==> config.mk <==
export PLATFORM = sky130hd
export DESIGN_NAME = halt_wake_seq
export DESIGN_NICKNAME = d
export VERILOG_FILES = /design/src/rtl/halt_wake_seq.sv
export SDC_FILE = /design/constraint.sdc
export NUM_CORES = 1
export LEC_CHECK = 0
export ABC_AREA = 0
export BUFFER_PORTS_ARGS = -buffer_cell sky130_fd_sc_hd__buf_4
export CORE_MARGIN = 1.5
export CORE_UTILIZATION = 50
export CTS_CLUSTER_DIAMETER = 100
export CTS_CLUSTER_SIZE = 10
export DETAILED_ROUTE_END_ITERATION = 8
export PLACE_DENSITY_LB_ADDON = 0.12
export SLEW_MARGIN = 40
export SYNTH_ARGS = -nofsm -noshare
export SYNTH_HDL_FRONTEND = slang
export SYNTH_SLANG_ARGS = --single-unit
==> constraint.sdc <==
create_clock -name clk -period 2.32 [get_ports clk]
set_clock_uncertainty 0.05 [all_clocks]
set_input_delay 0.116 -clock clk [delete_from_list [all_inputs] [get_ports clk]]
set_output_delay 0.116 -clock clk [all_outputs]
set_load 0.03 [all_outputs]
==> src/rtl/halt_wake_seq.sv <==
module halt_wake_seq #(
  parameter int NPIN  = 8,
  parameter int NIRQ  = 4,
  parameter int DELAY = 1024
) (
  input  logic            clk,
  input  logic            rst_n,
  input  logic            halt_req,
  input  logic            wdt_clr,
  input  logic            wdt_ovf,
  input  logic [NIRQ-1:0] irq_req,
  input  logic [NIRQ-1:0] irq_en,
  input  logic            stack_full,
  input  logic [NPIN-1:0] pin_in,
  input  logic [NPIN-1:0] pin_wake_en,
  output logic            sys_clk_en,
  output logic            cpu_hold,
  output logic            wdt_clear,
  output logic            pdf,
  output logic            to,
  output logic            wake_done,
  output logic [1:0]      wake_kind
);
  localparam int CW = (DELAY > 1) ? $clog2(DELAY) : 1;
  localparam logic [1:0] K_RESUME = 2'b01;
  localparam logic [1:0] K_INT    = 2'b10;
  localparam logic [1:0] K_WARM   = 2'b11;

  typedef enum logic [1:0] {S_RUN, S_HALT, S_WAKE} st_t;
  st_t state;

  logic [NPIN-1:0] sy1, sy2, sy3;
  logic [NIRQ-1:0] armed;
  logic [CW-1:0]   cnt;

  wire [NPIN-1:0] pin_fall = sy3 & ~sy2 & pin_wake_en;
  wire [NIRQ-1:0] irq_hit  = irq_req & armed;
  wire            irq_take = (|(irq_hit & irq_en)) & ~stack_full;
  wire            wake_any = wdt_ovf | (|irq_hit) | (|pin_fall);
  wire [1:0]      kind_nx  = wdt_ovf ? K_WARM :
                             ((|irq_hit) && irq_take) ? K_INT : K_RESUME;

  assign sys_clk_en = (state != S_HALT);
  assign cpu_hold   = (state != S_RUN);
  assign wdt_clear  = (state == S_RUN) && (halt_req || wdt_clr);

  always_ff @(posedge clk or negedge rst_n) begin
    if (!rst_n) begin
      sy1 <= '1;
      sy2 <= '1;
      sy3 <= '1;
    end else begin
      sy1 <= pin_in;
      sy2 <= sy1;
      sy3 <= sy2;
    end
  end

  always_ff @(posedge clk or negedge rst_n) begin
    if (!rst_n) begin
      state     <= S_RUN;
      pdf       <= 1'b0;
      to        <= 1'b0;
      armed     <= '0;
      cnt       <= '0;
      wake_done <= 1'b0;
      wake_kind <= 2'b00;
    end else begin
      wake_done <= 1'b0;
      case (state)
        S_RUN: begin
          if (halt_req) begin
            state <= S_HALT;
            pdf   <= 1'b1;
            to    <= 1'b0;
            armed <= ~irq_req;
          end else if (wdt_ovf) begin
            to <= 1'b1;
          end else if (wdt_clr) begin
            pdf <= 1'b0;
            to  <= 1'b0;
          end
        end
        S_HALT: begin
          if (wake_any) begin
            state     <= S_WAKE;
            cnt       <= CW'(DELAY - 1);
            wake_kind <= kind_nx;
            if (wdt_ovf) to <= 1'b1;
          end
        end
        S_WAKE: begin
          if (cnt == '0) begin
            state     <= S_RUN;
            wake_done <= 1'b1;
          end else begin
            cnt <= cnt - 1'b1;
          end
        end
        default: state <= S_RUN;
      endcase
    end
  end
endmodule

======== Word-level counts from Yosys, hierarchy flattened ========
Index checks and enable logic that the tools add are counted.
storage, ports and cells
  register bits ........................... 45
  input port bits ......................... 30
  output and inout port bits .............. 8
  logic and storage cells ................. 68
cells by class
  add/sub/neg operators ................... 1
  eq/ne operators ......................... 10
  multiplexer cells ....................... 19
  bitwise gates (word level) .............. 10
  reduce and logical (&&, ||, !) cells .... 18
operators by type and width
  cell                     number
  $mux W10                 2
  $pmux W10 S2             1
  $and A8 B8 Y8            2
  $ne A2 B2 Y1 const B     6
  $logic_not A10 Y1        1
  $mux W2                  5
  $sub A10 B1 Y10 const B  1
  $mux W1                  9
  $reduce_and A3 Y1        3
  $and A4 B4 Y4            2
  $not A8 Y8               1
  $reduce_bool A2 Y1       4
  $reduce_or A4 Y1         2
  $reduce_or A8 Y1         1
  $pmux W2 S3              1
  $ne A4 B4 Y1 const B     1
  $not A4 Y4               1
  $reduce_and A2 Y1        2
  $reduce_and A4 Y1        1
  $eq A2 B1 Y1 const B     1
  $eq A2 B2 Y1 const B     1
  $logic_and A1 B1 Y1      2
  $logic_not A2 Y1         1
  $ne A2 B1 Y1 const B     1
  other kinds (5)          6

======== Logic depth before layout (Yosys ltp) ========
  word-level depth ........................ 7
  mapped depth ............................ 6
  gate-level depth less buffers ........... 6

======== Worst setup path before layout ========
No wires, ideal clock.
  path type ............................... reg-to-reg
  start ................................... register cnt[0]
  end ..................................... register cnt[6]
  setup time .............................. 0.119 ns
  arrival ................................. 1.514 ns
  required time ........................... 2.151 ns
  setup slack ............................. 0.637 ns
  cell stages (with the launch flop) ...... 7
  path buffers ............................ 0
  period minus slack after synthesis ...... 1.683 ns
  path through ............................ dfrtp_1 inv_1 ha_1 nor4b_4 or3b_1 mux2i_1 nand2_1
on the way
  cells in the longest elaborated chain, start to end .. 3
  elaborated cells between the ends (all ways) .. 6
  classes of those cells .................. add/sub: 1; eq/ne: 1; mux: 2; reduce/logical: 2
RTL lines
  item                                                         RTL line  source
  start, declared                                              34        logic [CW-1:0] cnt;
  start signal, assigned                                       87        cnt <= CW'(DELAY - 1);
  start signal, assigned                                       97        cnt <= cnt - 1'b1;
  $sub A10 B1 Y10 / $logic_not A10 Y1 (equally long branches)  97, 93
  $mux W10 / $ne A2 B2 Y1 (equally long branches)              n/a
  $pmux W10 S2 / $reduce_and A3 Y1 (equally long branches)     n/a
Several ways; a longest one is shown, not always the timed one. The select of a mux whose other input is x is not followed.
A chain may end at the register's enable or synchronous reset.

======== Worst setup path after layout ========
Ends and elaborated chain as after synthesis.

==> summary.txt <==
Run status
  – Outcome: finished, final reports clean

Yosys
  – Net count of the mapped netlist: 184
  – Fraction of registers with async set or reset after synthesis: 1.00
  – Share of the synthesized area in the top cell type: 0.344
  – Unique masters post-synth: 37
  – Syn_area_per_cell: 12.0 µm²
  – Post-synth EDFFs: 0
  – Largest cells by area after synthesis: dfstp_2 34%, dfrtp_1 29%, nor2_1 3.5%, nand2_1 3.1%, a21oi_1 3.0%
  – Synthesis-stage register bit count: 45
  – Most instantiated library cell after synthesis: dfstp_2
  – Top cells by instance count after synthesis: 24 x dfstp_2, 21 x dfrtp_1, 17 x nor2_1
  – Cell count after synthesis: 153
  – Post-synthesis cell type with the largest combined area: dfstp_2
  – YS warnings: 0
  – Synth Cell Area: between 0.0015 and 0.002 mm²
  – Sequential element share of the synthesized area: 0.630
  – Primary flip-flop cell chosen by synthesis mapping: dfstp_2

Floorplanning
  – Starting density of the core: 0.537
  – Number of I/O pins: 38
  – Row Count: 21
  – Die Ht: 63.6 µm
  – Area of the placeable core: 0.00342 mm²
  – Floorplan die area: 0.00404 mm²
  – Horizontal die dimension: 63.6 µm

Place
  – Area post-placement: 0.00216 mm²
  – Post-detailed-placement half-perimeter wirelength: 2460 µm
  – Worst slack at placement: 439 ps
  – Count of input and output buffers: 37
  – Final RePlAce weighted congestion: 0.838

Setup path
  – Worst reg2reg path endpoint: cnt[6]$_DFFE_PN0P_
  – FF-to-FF path depth: 6
  – Category of the worst setup path launch point: flip-flop
  – Cell Chain, Critical Path: inv_1 > ha_1 > nor4b_4 > or3b_1 > mux2i_1 > nand2_1
  – Type of element capturing the critical path: flip-flop
  – Req. time, crit path: 2520 ps
  – Worst-path fanout max: 5
  – Critical path buffers and inverters: 1
  – Critical-path cell with the highest stage delay: dfrtp_1
  – Reg-to-reg setup timing slack: 420 ps
  – Data arrival at the endpoint of the critical path: 2100 ps
  – Critical register-to-register path startpoint: cnt[0]$_DFFE_PN0P_
  – WP depth: 6
  – Critical path origin: cnt[0]$_DFFE_PN0P_
  – Setup Crit Path Kind: flip-flop to flip-flop
  – Slowest cell delay on critical path: 440 ps
  – Top Family by Delay on Critical Path: simple AND/OR/NAND/NOR gates
  – Endpoint of the worst setup timing path: cnt[6]$_DFFE_PN0P_

Cells and area
  – Diodes inserted: 0
  – Post-layout nets: roughly 240
  – Layout overhead on the synthesized area: 29.4%
  – Share of final-layout standard cells stronger than drive strength 1: 0.380
  – Post-route standard cell area excluding fillers: between 0.002 and 0.0025 mm²

STA
  – Transition time at the pin with the least slew margin: 565 ps
  – Number of max-slew violations in the final report: 0
  – Final hold violations: 0
  – Setup repair after global routing missed its margin: no
  – Sum of negative setup slack: 0 ps
  – Final critical-path required period: 1900 ps
  – Smallest hold slack: about 22 ps
  – Setup violations, final: 0
  – Worst slew margin: 0.620
  – Maximum clock frequency: 526 MHz
  – Final critical-path share of the clock period: 0.819
  – Post-route worst setup slack: ~420 ps

Global route
  – Routing layer with the top usage in global route: met2
  – Global Route met1 Usage: 0.249
  – Total global routing track utilization: 0.207
  – Number of antenna violations at the first check in global routing: 0
  – M2 GR Usage: 0.342
  – Global-route track usage on met3: 0.0679
  – Total grt overflow: 0
  – Via count of the first global-routing pass: 1402
  – Maximum number of pins on one net before global-route repair: 46
  – Global-route wire length before repair: 6400 µm

Clock tree
  – Clock-pin slew on the worst setup and hold paths: 140 ps
  – Number of H-tree levels: 2
  – Cell chosen for the clock root: clkbuf_4
  – Clock network latency to the later pin of the worst-skew pair: 360 ps
  – Cts-stage hold buffer count: 15
  – Clock tree from TritonCTS: done
  – Gates resized, CTS repair: 0
  – Buffers from clock root to sink, at most: 2
  – CTS sink cnt: 45
  – Number of buffers created by CTS: 5
  – Post-CTS setup repair buffer count: 0

Detailed routing
  – Vias: 1352
  – Pre-antenna DRT Iters: 4
  – DR iter-0 viols: 69
  – Drt total wl: ~3500 µm
  – Post-detailed-route DRC marker count: 0
  – Post-DR wirelength/cell: 13.7 µm
  – Post-detailed-route count of antenna-violating nets: 0
  – Via count normalized by instance count: 5.22

Pwr
  – Proportion of power drawn by the clock network: 0.173
  – Leakage dissipation: between 1 and 1.5 nW
  – Seq pwr share: 0.495
  – Maximum resistive drop on vdd: 525 µV
  – Pint: between 0.001 and 0.0015 W
  – Portion of total power attributed to combinational logic: 0.332
  – Sw Pwr: around 0.00076 W
  – PwrDens: 880 mW/mm²
  – Switching Fraction: 0.365

Hold path
  – Worst hold-check path type: input port to flip-flop

Job
  – Number of max-cap violations: 0
[worst reg2reg max path: stages, from the launching register on]
cell     delay, ps
dfrtp_1        440
inv_1           90
ha_1           240
nor4b_4        330
or3b_1         420
mux2i_1        160
nand2_1         60
[metal layers]
| layer | part of all wire | up-vias |
|---|---|---|
| li1 | - | 662 |
| met1 | 0.42 | 651 |
| met2 | 0.52 | 31 |
| met3 | 0.037 | 8 |
| met4 | 0.020 | 0 |
| met5 | 0 | - |
[kinds of logic (layout without fill, tap and decap cells)]
family / after synthesis / in the layout / synth area share
simple gates: 59 / 59 / 0.173
flops: 45 / 45 / 0.630
compound gates: 33 / 33 / 0.142
buf+inv: 11 / 71 / 0.0266
mux: 3 / 3 / 0.0171
fa+ha+maj: 1 / 1 / 0.00682
xor+xnor: 1 / 1 / 0.00478
[power by group through the flow]
stage	logic, W	clock network (W)	registers (W)
2_1_floorplan	0.000395	0	0.00109
3_3_place_gp	0.000655	0	0.00104
3_5_place_dp	0.000677	0	0.00105
4_1_cts	0.000696	0.000377	0.00104
5_1_grt	0.000767	0.000425	0.00105
6_report	0.000693	0.000362	0.00103
[cell type report]
class                      count  area [µm²]
sequential                    45        1160
fill                         268        1040
multi-input combinational     97         629
timing repair buffer          54         445
tap                           46        57.6
clock buffer                   7        45.0
inverter                       9        33.8
clock inverter                 1        6.26
[sequential cells by signal (all words and copies together) (netlist names)]
name	count
wake_done	1
sy3	8
sy1	8
state	2
cnt	10
sy2	8
wake_kind	2
armed	4
to	1
pdf	1
[how the worst min path moves through the flow]
| stage | from | endpoint | slack (ps) | cells after the start |
|---|---|---|---|---|
| global placement | rst_n | armed[0]$_DFFE_PN0P_ | 80 | 1 |
| finish | wdt_clr | pdf$_DFFE_PN0P_ | 20 | 4 |
| global route | wdt_clr | pdf$_DFFE_PN0P_ | 8 | 4 |
| detailed placement | rst_n | armed[0]$_DFFE_PN0P_ | 90 | 1 |
| floorplan | rst_n | armed[0]$_DFFE_PN0P_ | -230 | 0 |
| CTS | wdt_clr | pdf$_DFFE_PN0P_ | 10 | 4 |
[layout by cell type, fill, tap and decap left out]
master and instances:
buf_4 38, nor4b_4 1, o221ai_1 1, a21o_1 1
nand4_2 1, mux2i_1 2, a211oi_1 1, a31oi_2 1
o21ai_0 4, nor4_1 1, a21oi_1 11, nand2b_1 1
nand3b_1 6, inv_1 9, o41ai_1 1, a22oi_2 3
nand3_1 7, a21o_2 1, xor2_1 1, o21a_1 1
dfrtp_1 21, inv_4 1, o311ai_4 1, dfstp_2 24
ha_1 1, clkbuf_4 5, a22oi_1 2, nand4_1 4
nor3_1 3, clkbuf_1 2, nand2_1 15, nor2_1 17
dlygate4sd3_1 16, or2_2 1, a31o_2 2, a311oi_1 2
or3b_1 1, o31a_2 1, nor4_2 1, mux2_1 1
[metrics by stage]
step / std cells / util / power (W)
after detailed placement: 235 / 0.633 / 0.00173
after CTS: 258 / 0.692 / 0.00211
after floorplan: 153 / - / 0.00149
final: 259 / 0.695 / 0.00209
after global placement: 235 / 0.633 / 0.00169
after global routing: 259 / 0.695 / 0.00224
Note: power is estimated with default switching activity, not from simulation.
